File: src/rtl/ctrl_toggle_pkg.sv
// Package: shared types for the controlled toggle array.
// Assumes: one operation is chosen for the whole row in each cycle.
package ctrl_toggle_pkg;

    // Operation applied to every cell in a cycle
    typedef enum logic [1:0] {
        ROW_HOLD = 2'd0,
        ROW_LOAD = 2'd1,
        ROW_FLIP = 2'd2
    } row_op_e;

endpackage

File: src/rtl/ct_cond_line.sv
// Module: shared condition line of the array.
// Combines the per-cell pull requests into one active-high busy flag, as a
// wired line would do. Assumes each pull is 1 only when that cell is tested
// and holds FALSE.
module ct_cond_line #(
    parameter int WIDTH = 8
) (
    input  logic [WIDTH-1:0] pull,
    output logic             busy
);

    // OR-reduce every cell's pull onto the one line
    always_comb begin
        busy = 1'b0;
        for (int i = 0; i < WIDTH; i++) begin
            busy = busy | pull[i];
        end
    end

endmodule

File: src/rtl/ct_op_decode.sv
// Module: picks the row operation for the current cycle.
// Load has priority over a step. A step becomes a flip only while the
// condition line is at rest. Assumes busy comes from pre-step state.
module ct_op_decode
    import ctrl_toggle_pkg::*;
(
    input  logic    load_en,
    input  logic    step,
    input  logic    busy,
    output row_op_e op
);

    // Priority decode: load, then unblocked step, else hold
    always_comb begin
        if (load_en) begin
            op = ROW_LOAD;
        end else if (step && !busy) begin
            op = ROW_FLIP;
        end else begin
            op = ROW_HOLD;
        end
    end

endmodule

File: src/rtl/ct_cell.sv
// Module: one toggle cell.
// Stores one bit. Requests the condition line when tested and FALSE.
// Inverts on a row flip when selected. Assumes a synchronous active-low reset.
module ct_cell
    import ctrl_toggle_pkg::*;
(
    input  logic    clk,
    input  logic    rst_n,
    input  row_op_e op,
    input  logic    load_bit,
    input  logic    tested,
    input  logic    selected,
    output logic    q,
    output logic    pull
);

    logic q_next;

    // Pull the line when this tested cell holds FALSE
    always_comb begin
        pull = tested & ~q;
    end

    // Next-state choice for this cell
    always_comb begin
        unique case (op)
            ROW_LOAD: q_next = load_bit;
            ROW_FLIP: q_next = q ^ selected;
            default:  q_next = q;
        endcase
    end

    // State register with synchronous reset
    always_ff @(posedge clk) begin
        if (!rst_n) begin
            q <= 1'b0;
        end else begin
            q <= q_next;
        end
    end

endmodule

File: src/rtl/ctrl_toggle_array.sv
// Module: controlled toggle register array (top).
// A row of WIDTH toggle cells shares one condition line. A step inverts the
// flip-selected cells only when every tested cell is TRUE. Assumes the masks
// and strobes are synchronous to clk. Load wins over step.
module ctrl_toggle_array
    import ctrl_toggle_pkg::*;
#(
    parameter int WIDTH = 8
) (
    input  logic             clk,
    input  logic             rst_n,
    input  logic             load_en,
    input  logic [WIDTH-1:0] load_word,
    input  logic [WIDTH-1:0] test_mask,
    input  logic [WIDTH-1:0] flip_mask,
    input  logic             step,
    output logic [WIDTH-1:0] state,
    output logic             cond_busy
);

    logic [WIDTH-1:0] pull_vec;
    logic [WIDTH-1:0] q_vec;
    row_op_e          row_op;

    ct_cond_line #(.WIDTH(WIDTH)) u_line (
        .pull (pull_vec),
        .busy (cond_busy)
    );

    ct_op_decode u_decode (
        .load_en (load_en),
        .step    (step),
        .busy    (cond_busy),
        .op      (row_op)
    );

    // One cell per bit of the row
    for (genvar g = 0; g < WIDTH; g++) begin : g_cell
        ct_cell u_cell (
            .clk      (clk),
            .rst_n    (rst_n),
            .op       (row_op),
            .load_bit (load_word[g]),
            .tested   (test_mask[g]),
            .selected (flip_mask[g]),
            .q        (q_vec[g]),
            .pull     (pull_vec[g])
        );
    end

    // Present the row state
    always_comb begin
        state = q_vec;
    end

endmodule

File: config.mk
export PLATFORM = sky130hd
export DESIGN_NAME = ctrl_toggle_array
export DESIGN_NICKNAME = d
export VERILOG_FILES = /design/src/rtl/ctrl_toggle_pkg.sv /design/src/rtl/ct_cond_line.sv /design/src/rtl/ct_op_decode.sv /design/src/rtl/ct_cell.sv /design/src/rtl/ctrl_toggle_array.sv
export SDC_FILE = /design/constraint.sdc
export NUM_CORES = 1
export LEC_CHECK = 0
export ABC_AREA = 0
export BUFFER_PORTS_ARGS = -buffer_cell sky130_fd_sc_hd__buf_2
export CAP_MARGIN = 30
export CORE_MARGIN = 4
export CORE_UTILIZATION = 40
export DETAILED_ROUTE_END_ITERATION = 8
export PLACE_DENSITY_LB_ADDON = 0.12
export SETUP_SLACK_MARGIN = 0.2
export SLEW_MARGIN = 0
export SYNTH_ARGS = -nofsm -noshare
export SYNTH_HDL_FRONTEND = slang
export SYNTH_SLANG_ARGS = --single-unit
File: constraint.sdc
create_clock -name clk -period 2.3 [get_ports clk]
set_clock_uncertainty 0.05 [all_clocks]
set_input_delay 0.69 -clock clk [delete_from_list [all_inputs] [get_ports clk]]
set_output_delay 0.69 -clock clk [all_outputs]
set_load 0.005 [all_outputs]
# --- Word level (Yosys, flattened, before mapping) ---
# Cells that the tools add are included.
op_classes:
  n_eq_ne: 2
  muxes: 10
  bitwise: 31
  reduce_logical: 3
op_table:
  columns: ["operator", "n"]
  rows:
  - ["$pmux W1 S2", 8]
  - ["$and A1 B1 Y1", 8]
  - ["$not A1 Y1", 8]
  - ["$xor A1 B1 Y1", 8]
  - ["$or A1 B1 Y1", 7]
  - ["$mux W2", 2]
  - ["$eq A2 B1 Y1 const B", 1]
  - ["$eq A2 B2 Y1 const B", 1]
  - ["$reduce_bool A2 Y1", 1]
  - ["$logic_and A1 B1 Y1", 1]
  - ["$logic_not A1 Y1", 1]
totals:
  register_bits: 8
  inputBits: 28
  output_inout_bits: 9
  wordCells: 54

# --- Logic depth before layout (Yosys ltp) ---
# Gate-level depths: netlist of the first run.
depth:
  depth_word: 15
  ltp_mapped: 5
  ltp_nobuf: 4

# --- By module ---
# A second synthesis of the first run with hierarchy kept.
unflattened:
  cells_unflattened: 85
  area_unflattened_um2: 666.9
modules_own_cells:
  columns: ["module", "n_inst", "cells_each", "area_each_um2", "seq_area_each_um2"]
  rows:
  - ["ct_cell", 8, 10, 78.8, 20.0]
  - ["ct_op_decode", 1, 2, 20.0, 0.0]
  - ["ct_cond_line", 1, 3, 16.3, 0.0]

# --- Worst setup path before layout of the first run ---
# Ideal clock, no wire load.
synth_path:
  path_kind: "in2out"
  startpoint: "input test_mask[2]"
  endpoint: "output cond_busy"
  arrival_time_ns: 1.460
  required_time_ns: 1.560
  setup_slack_ns: 0.100
  cell_stages: 4
  n_path_buf: 1
  cell_sequence: "or2b_2 o2111ai_4 buf_6 or2_2"
synth_between:
  elab_chain_cells: 7
synth_lines:
  columns: ["element", "line_no", "source"]
  rows:
  - ["from (decl)", "ctrl_toggle_array.sv:14", "input logic [WIDTH-1:0] test_mask,"]
  - ["$and A1 B1 Y1", "ct_cell.sv:21", "pull = tested & ~q;"]
  - ["$or A1 B1 Y1 (6 in series)", "ct_cond_line.sv:16", "busy = busy | pull[i];"]
  - ["to (decl)", "ctrl_toggle_array.sv:18", "output logic cond_busy"]
# No other way between the ends.

# --- Final worst setup path of the first run ---
layout_path:
  startpoint: "input test_mask[6]"
  endpoint: "output cond_busy"
layout_between:
  elab_chain_cells: 3
layout_lines:
  columns: ["element", "line_no"]
  rows:
  - ["$and A1 B1 Y1", "ct_cell.sv:21"]
  - ["$or A1 B1 Y1 (2 in series)", "ct_cond_line.sv:16"]
# No other way between the ends.

==> run summary, run 1 <==
H-tree Lvls -> 1
outcome -> completed
fin crit share -> 0.9461
Routed Antenna Nets -> 0
Setup CP Type -> in2out
Largest register FFs -> 8
Die W -> 46.51 µm
Slew HR -> 0.7462
Root Buffer -> clkbuf_4
Synth area leaders -> dfxtp_1, buf_4, o31ai_1
Largest Register -> g_cell.u_cell.q
Residual DRC -> 0
Starting DRT DRC Count -> 10
vias per inst -> 5.336
critical path capture point -> cond_busy
final setup TNS -> 0 ps
post-layout util -> 0.5672
Final Max Tran Viols -> 0
Synth Cell Area -> 593.1 µm²
Synth Area per Inst -> 8.237 µm²
Max Cap Violations -> 0
EDFF count, synth -> 0
clock buffer depth -> 2
GPL Wtd Cong -> 0.7065
Layout fillers -> 135
Seq/Total Area, Yosys -> 0.2700
CTS tree -> built
antenna diode count -> 0
Yosys top cell area share -> 0.2700
#FFs+latches synth -> 8
pin count of the biggest net entering global routing -> 17
placed cell areas -> 730.7 µm²
Placeable Area -> 1350 µm²
Yosys warning count -> 0
Die ar. -> 2163 µm²
hold violation count in the final report -> 0
routed wire length -> 1463 µm
CP Capture Type -> output port
fmax -> 459.6 MHz
row cnt -> 13
die height -> 46.51 µm
worst r2r src -> g_cell[1].u_cell.q
Layout area overhead -> 29.11%
port bufs -> 36
CTS clk-pin slew, worst paths -> 60 ps
Synth Net Count -> 100
Worst-Skew Late Latency -> 250 ps
initial core utilization -> 0.4393
DRT Pass-1 Iters -> 4
main flop type after synthesis -> dfxtp_1
largest vdd supply drop -> 239.9 µV
vias in the first global route -> 559
worst slew pin tran -> 380.2 ps
initial antenna violation count -> 0
CTS Buf Count -> 3
Worst Path Required -> 1560 ps
cells on worst reg2reg path -> 5
Yosys top cell by area -> dfxtp_1
PwrDens -> 464.8 nW/µm²
Synth async-reset ratio -> 0
most common cell after layout, fill and taps aside -> buf_2
reg-to-reg slack, setup -> 640 ps
Net count, final -> 131
Hold Crit Class -> reg2reg
Leakage -> 0.3343 nW
Largest regs -> g_cell.u_cell.q (8)
CP startpoint kind -> primary input
DR WL/cell -> 12.61 µm
Tmin final -> 2176 ps
Setup violations, final -> 0
HP Start -> g_cell[2].u_cell.q
postcts setup bufs -> 0
Post-Syn Instances -> 72
Synth cell types -> 17
clk sinks -> 8
Arrival @ worst endpoint -> 1440 ps
gr usage total -> 0.1511
# hold bufs at CTS -> 0
share of layout cells above drive strength 1 -> 0.4554
CP Launch Point -> test_mask[6]
GRT overflow -> 0
via count -> 619
CP Max Fanout -> 2
Crit Reg-Reg Endpoint -> g_cell[7].u_cell.q
final instance area -> 765.7 µm²
Ports -> 37
first-pass GRT wire length -> 2283 µm
RSZ-0062 raised after global routing -> yes
==> critical path: stages <==
cell       delay, ps
buf_6             90
or2b_1           170
o2111ai_4        100
or2_4            270
buf_6            110
==> Yosys cell counts (2+ instances only) <==
cell type / number
a31oi_1: 8
buf_4: 8
dfxtp_1: 8
nand2_1: 8
o21ai_0: 8
o31ai_1: 8
or4_1: 8
inv_1: 3
nand2b_1: 3
buf_6: 2
or2b_2: 2
==> metrics by stage <==
step / worst slack [ps] / total power, mW / std cells / hold WS, ps
2_1_floorplan: 164.6 / 0.2246 / 72 / 427.4
3_3_place_gp: 118.2 / 0.2488 / 113 / 441.5
3_5_place_dp: 119.5 / 0.2511 / 113 / 451.3
4_1_cts: 121.1 / 0.3639 / 116 / 460.9
5_1_grt: 90.19 / 0.3789 / 116 / 487.5
6_report: 124.0 / 0.3559 / 116 / 454.7
==> layout make-up <==
cell class / count / area [µm²] / area share
timing repair buffer: 38 / 207.7 / 0.2712
tap: 15 / 18.77 / 0.02451
sequential: 8 / 160.2 / 0.2092
multi-input combinational: 49 / 345.3 / 0.4510
inverter: 3 / 11.26 / 0.01471
clock buffer: 3 / 22.52 / 0.02941
==> layer usage <==
layer | GRT usage | wire length [µm]
met1 | 0.1686 | 581
met2 | 0.2390 | 734
met3 | 0.04297 | 134
met4 | 0.1136 | 12
met5 | 0 | 0
==> how the worst min path moves through the flow <==
| stage | to | depth (start not counted) | slack, ps |
|---|---|---|---|
| after floorplan | g_cell[1].u_cell.q | 2 | 430 |
| after global placement | g_cell[2].u_cell.q | 2 | 440 |
| after detailed placement | g_cell[2].u_cell.q | 2 | 450 |
| after CTS | g_cell[2].u_cell.q | 2 | 460 |
| after global routing | g_cell[5].u_cell.q | 2 | 490 |
| final | g_cell[2].u_cell.q | 2 | 450 |
==> cells by family after synthesis <==
family          after synthesis  share of synthesized area
compound gates               26                     0.3228
simple gates                 23                     0.2363
buf+inv                      15                     0.1709
flops                         8                     0.2700
==> timing repair <==
item,CTS,global route
pin swaps,1,0
setup endpoints to repair,1,1
gates resized for setup,2,0
==> power breakdown <==
part / switching, mW / internal, mW
sequential: 0.00997 / 0.149
clock: 0.0471 / 0.0597
combinational: 0.0440 / 0.0463
total: 0.101 / 0.255
No activity file was read; power rests on OpenSTA's default activity.
==> inputs of run 2 (changes only) <==
SYNTH_HIERARCHICAL = 1   (was unset)
==> run 2 against run 1 <==
  * Sequential share of layout area is 6.5 points lower
  * Count of clock-buffer cells in the layout is the same
  * Largest power group unchanged
  * Critical path type is now in2reg
  * Register-to-register slack worse by 440 ps
==> run summary, run 2 <==
outcome -> completed
first-pass GRT wire length -> 2870 µm
Hold Crit Class -> reg2reg
Placeable Area -> 1541 µm²
Max Cap Violations -> 0
main combinational cell family by area after synthesis -> simple AND/OR/NAND/NOR gates
largest vdd supply drop -> 256.0 µV
fmax -> 442.5 MHz
clock share of power -> 0.310
Yosys warning count -> 6
Synth cell types -> 13
Int Power -> 0.2670 mW
Tmin final -> 2260 ps
DR WL/cell -> 13.63 µm
Post-Syn Instances -> 85
Leakage -> 0.5135 nW
clk sinks -> 8
final setup margin -> 40.31 ps
Setup CP Type -> in2reg
Root Buffer -> clkbuf_4
Comb power frac -> 0.281
post-synthesis simple-gate area fraction -> 0.3283
CP Max Fanout -> 3
Seq/Total Area, Yosys -> 0.2402
CP startpoint kind -> primary input
CP max stage cell -> nor4_4
Final Max Tran Viols -> 0
die height -> 48.83 µm
max incr delay on CP -> 310 ps
initial antenna violation count -> 0
DRT Pass-1 Iters -> 4
Die W -> 48.83 µm
Layout fillers -> 127
GR Util met3 -> 0.03976
# hold bufs at CTS -> 0
via count -> 757
Worst Path Required -> 2450 ps
gr usage total -> 0.1483
Die ar. -> 2384 µm²
multiplexer area fraction after synthesis -> 0
area of the multi-input gates -> 641.9 µm²
Largest Register -> g_cell.u_cell/q
most common cell after layout, fill and taps aside -> buf_2
Yosys top cell area share -> 0.2402
PwrDens -> 340.3 nW/µm²
pin count of the biggest net entering global routing -> 10
CTS tree -> built
CP cell instances -> buf_6 > nor2b_4 > nor4_4 > nand2_2 > nor3b_4 > buf_6 > buf_6 > ha_4 > nor3b_2 > a31oi_1 > a21boi_1
fin crit share -> 0.9825
GRT overflow -> 0
CTS Buf Count -> 3
Synth Cell Area -> 666.9 µm²
Net count, final -> 165
port bufs -> 36
main flop type after synthesis -> dfxtp_1
vias per inst -> 5.294
Largest regs -> g_cell.u_cell/q (8)
Compound-Gate Fraction of Synth Area -> 0.2251
Setup violations, final -> 0
dpl ws -> -286.5 ps
GRT met1 Usage -> 0.1725
top-count cell post-synth -> nor2b_1
dpl hpwl -> 1400 µm
share of layout cells above drive strength 1 -> 0.5039
switching power -> 0.1116 mW
vias in the first global route -> 711
Yosys top cell by area -> dfxtp_1
Layout area overhead -> 66.79%
RSZ-0062 raised after global routing -> yes
sequential share of power -> 0.409
H-tree Lvls -> 1
WP buf/inv -> 3
Worst-Skew Late Latency -> 260 ps
Synth Net Count -> 121
worst hold slack -> 455.8 ps
clock buffer depth -> 2
GPL Wtd Cong -> 0.7679
routed wire length -> 1949 µm
Sw Ratio -> 0.2947
GR peak layer -> met2
final setup TNS -> 0 ps
CP Capture Type -> flop
met2 Usage GRT -> 0.2522
FF+latch area -> 160.2 µm²
fin cells -> 143
total power -> 0.3785 mW
Slew HR -> 0.8135
row cnt -> 14
Synth area leaders -> dfxtp_1, ha_1, nor2b_1
EDFF count, synth -> 0
Cells after DPL -> 139
most frequent CP cell -> buf_6
Synth async-reset ratio -> 0
CP top delay family -> simple AND/OR/NAND/NOR gates
Synth Area per Inst -> 7.846 µm²
#FFs+latches synth -> 8
Adder-Cell Fraction of Synth Area -> 0.1501
worst slew pin tran -> 279.4 ps
Arrival @ worst endpoint -> 2410 ps
antenna diode count -> 0
Ports -> 37
Starting DRT DRC Count -> 2
initial core utilization -> 0.4326
CTS clk-pin slew, worst paths -> 60 ps
Largest register FFs -> 8
Routed Antenna Nets -> 0
Residual DRC -> 0
hold violation count in the final report -> 0
most frequent cells in the layout -> buf_2, nor2b_1
Synth Area in XOR/XNOR -> 0
run 2: path summary, 6_finish.rpt:
kind	startpoint	slack (ps)	to	depth (start not counted)
worst max-delay path	test_mask[6]	40	g_cell[4].u_cell/q	11
worst min-delay path	g_cell[7].u_cell/q	460	g_cell[7].u_cell/q	2
worst max register to register	g_cell[2].u_cell/q	200	g_cell[4].u_cell/q	10
worst min register to register	g_cell[7].u_cell/q	460	g_cell[7].u_cell/q	2
run 2: per-layer routing:
layer  wire [µm]  up-vias
li1            -      387
met1         800      333
met2         972       33
met3         142        4
met4          34        0
met5           0        -
run 2: power groups by stage:
stage,combinational (mW),clock (mW),sequential [mW]
global placement,0.0835,0,0.156
CTS,0.0999,0.123,0.155
detailed placement,0.0865,0,0.156
global route,0.118,0.127,0.156
floorplan,0.0463,0,0.156
finish,0.107,0.117,0.155
run 2: kinds of logic after synthesis:
logic type | count (synthesis)
AOI/OAI and AO/OA | 24
DFF | 8
and+or+nand+nor | 36
buffers and inverters | 9
adders and majority gates | 8
run 2: final cells by class:
type                    instances  area share
clock buffers                   3     0.02025
inverters                       8     0.02700
multi-input cells              68      0.5771
flip-flops and latches          8      0.1440
well taps                      16     0.01800
repair buffers                 40      0.2137
run 2: through the flow:
step / cell area (µm²) / util
after global routing: 1112 / 0.7216
after global placement: 928.4 / 0.6023
after detailed placement: 928.4 / 0.6023
after floorplan: 713.2 / -
final: 1112 / 0.7216
after CTS: 1045 / 0.6778
run 2: worst min-delay path, cell delays in order (launching register included):
cell and delay (ps):
dfxtp_1 330, o21ai_0 70, a21boi_1 60
run 2: timing repair:
action                                  4_1_cts  5_1_grt
pin swaps                                     6       17
setup buffers                                 1        0
endpoints found under the setup margin        9        9
gates resized for setup                      13        9
cloned                                        0        0
==> inputs of run 3 (changes only) <==
PLACE_DENSITY = 0.73   (was unset)
PLACE_DENSITY_LB_ADDON = unset   (was 0.12)
==> run 3 against run 2 <==
  * Core utilization shrank 1.5 points
  * Highest routed layer is now met3
  * Non-clock buffer count is the same
  * Count of clock-buffer cells in the layout is the same
  * Critical endpoint is now g_cell[5].u_cell/q
==> run summary, run 3 (synthesized netlist as in run 2, its figures left out) <==
Largest Register -> g_cell.u_cell/q
sequential share of power -> 0.414
most frequent cells in the layout -> buf_2, nor2b_1
RSZ-0062 raised after global routing -> yes
port bufs -> 36
DR WL/cell -> 13.33 µm
initial core utilization -> 0.4326
Comb power frac -> 0.287
Final Max Tran Viols -> 0
met3 WL post-DR -> 169 µm
clock buffer depth -> 2
CP startpoint kind -> primary input
vias per inst -> 5.343
Leakage -> 0.5273 nW
via count -> 764
Worst-Skew Late Latency -> 260 ps
Worst Path Required -> 2440 ps
metal2 WL -> 904 µm
Die ar. -> 2384 µm²
Starting DRT DRC Count -> 10
fmax -> 436.7 MHz
gr usage total -> 0.1556
worst slew pin tran -> 239.9 ps
PwrDens -> 343.8 nW/µm²
routed wire length -> 1906 µm
Arrival @ worst endpoint -> 2430 ps
Routed Antenna Nets -> 0
largest vdd supply drop -> 269.0 µV
Largest register FFs -> 8
top routing layer in use -> met3
Placeable Area -> 1541 µm²
Slew HR -> 0.8389
first-pass GRT wire length -> 3001 µm
CTS clk-pin slew, worst paths -> 60 ps
outcome -> completed
Residual DRC -> 0
Max Cap Violations -> 0
CTS tree -> built
CP Max Fanout -> 5
fin cells -> 143
DRT Pass-1 Iters -> 4
share of layout cells above drive strength 1 -> 0.4882
post-layout util -> 0.7070
CTS Buf Count -> 3
initial antenna violation count -> 0
row cnt -> 14
most common cell after layout, fill and taps aside -> buf_2
# hold bufs at CTS -> 0
switching power -> 0.1074 mW
met1 wire length -> 831 µm
clock share of power -> 0.300
Sw Ratio -> 0.2867
vias in the first global route -> 737
hold violation count in the final report -> 0
Hold Crit Class -> reg2reg
Int Power -> 0.2672 mW
GPL Wtd Cong -> 0.7511
H-tree Lvls -> 1
CP Capture Type -> flop
die height -> 48.83 µm
Tmin final -> 2290 ps
Largest regs -> g_cell.u_cell/q (8)
fin crit share -> 0.9956
Ports -> 37
pin count of the biggest net entering global routing -> 10
Setup CP Type -> in2reg
Setup violations, final -> 0
Net count, final -> 165
antenna diode count -> 0
Cells after DPL -> 139
Layout area overhead -> 63.42%
Die W -> 48.83 µm
dpl hpwl -> 1452 µm
GRT overflow -> 0
Root Buffer -> clkbuf_4
clk sinks -> 8
-- run 3: cell counts in the layout (fill, tap and decap cells not counted) --
Identical to the previous run, type by type.
-- run 3: through the flow --
| stage | hold slack, ps | TNS [ps] | worst slack, ps | power, mW | area, µm² |
|---|---|---|---|---|---|
| 5_1_grt | 497.4 | -709.6 | -134.9 | 0.4041 | 1090 |
| 6_report | 456.6 | 0 | 10.18 | 0.3746 | 1090 |
| 3_5_place_dp | 453.6 | -1975 | -248.2 | 0.2430 | 928.4 |
| 2_1_floorplan | 445.0 | 0 | 37.97 | 0.2028 | 713.2 |
| 3_3_place_gp | 441.9 | -1665 | -198.9 | 0.2398 | 928.4 |
| 4_1_cts | 461.8 | 0 | 30.53 | 0.3701 | 1036 |
-- run 3: what timing repair did --
item                       in CTS  in global routing
buffers inserted                1                  0
pin swaps                       3                  7
setup endpoints to repair       9                  9
gates resized for setup        12                 10
cloned                          0                  0
-- run 3: power by group through the flow --
stage	Combinational (mW)	Clock (mW)	Sequential [mW]
after floorplan	0.0463	0	0.156
after global placement	0.0833	0	0.157
after detailed placement	0.0863	0	0.157
after CTS	0.0983	0.117	0.155
after global routing	0.118	0.130	0.157
final	0.107	0.112	0.155
-- run 3: cell type report --
type                       count  area [µm²]
clock buffer                   3       22.52
fill                         124       451.7
inverter                       8       30.03
tap                           16       20.02
multi-input combinational     68       610.6
sequential                     8       160.2
timing repair buffer          40       246.5
-- run 3: worst paths after layout --
path / start / slack [ps] / cells after the start / endpoint
setup / recovery: test_mask[5] / 10 / 11 / g_cell[5].u_cell/q
hold / removal: g_cell[7].u_cell/q / 460 / 2 / g_cell[7].u_cell/q
setup reg to reg: g_cell[1].u_cell/q / 170 / 10 / g_cell[5].u_cell/q
hold reg to reg: g_cell[7].u_cell/q / 460 / 2 / g_cell[7].u_cell/q
-- run 3: routing by layer --
layer  vias up  global-route usage
met5         -                   0
met4         0             0.05381
met3         0             0.05199
met2        36              0.2500
met1       339              0.1919
li1        389                   -
-- run 3: critical path, cell delays in order --
cell	delay, ps
buf_2	90
nor2b_1	140
nor4_4	280
nand2_2	100
buf_6	130
nor3b_4	190
buf_6	170
ha_2	290
nor3b_2	150
a31oi_1	70
a21boi_1	120
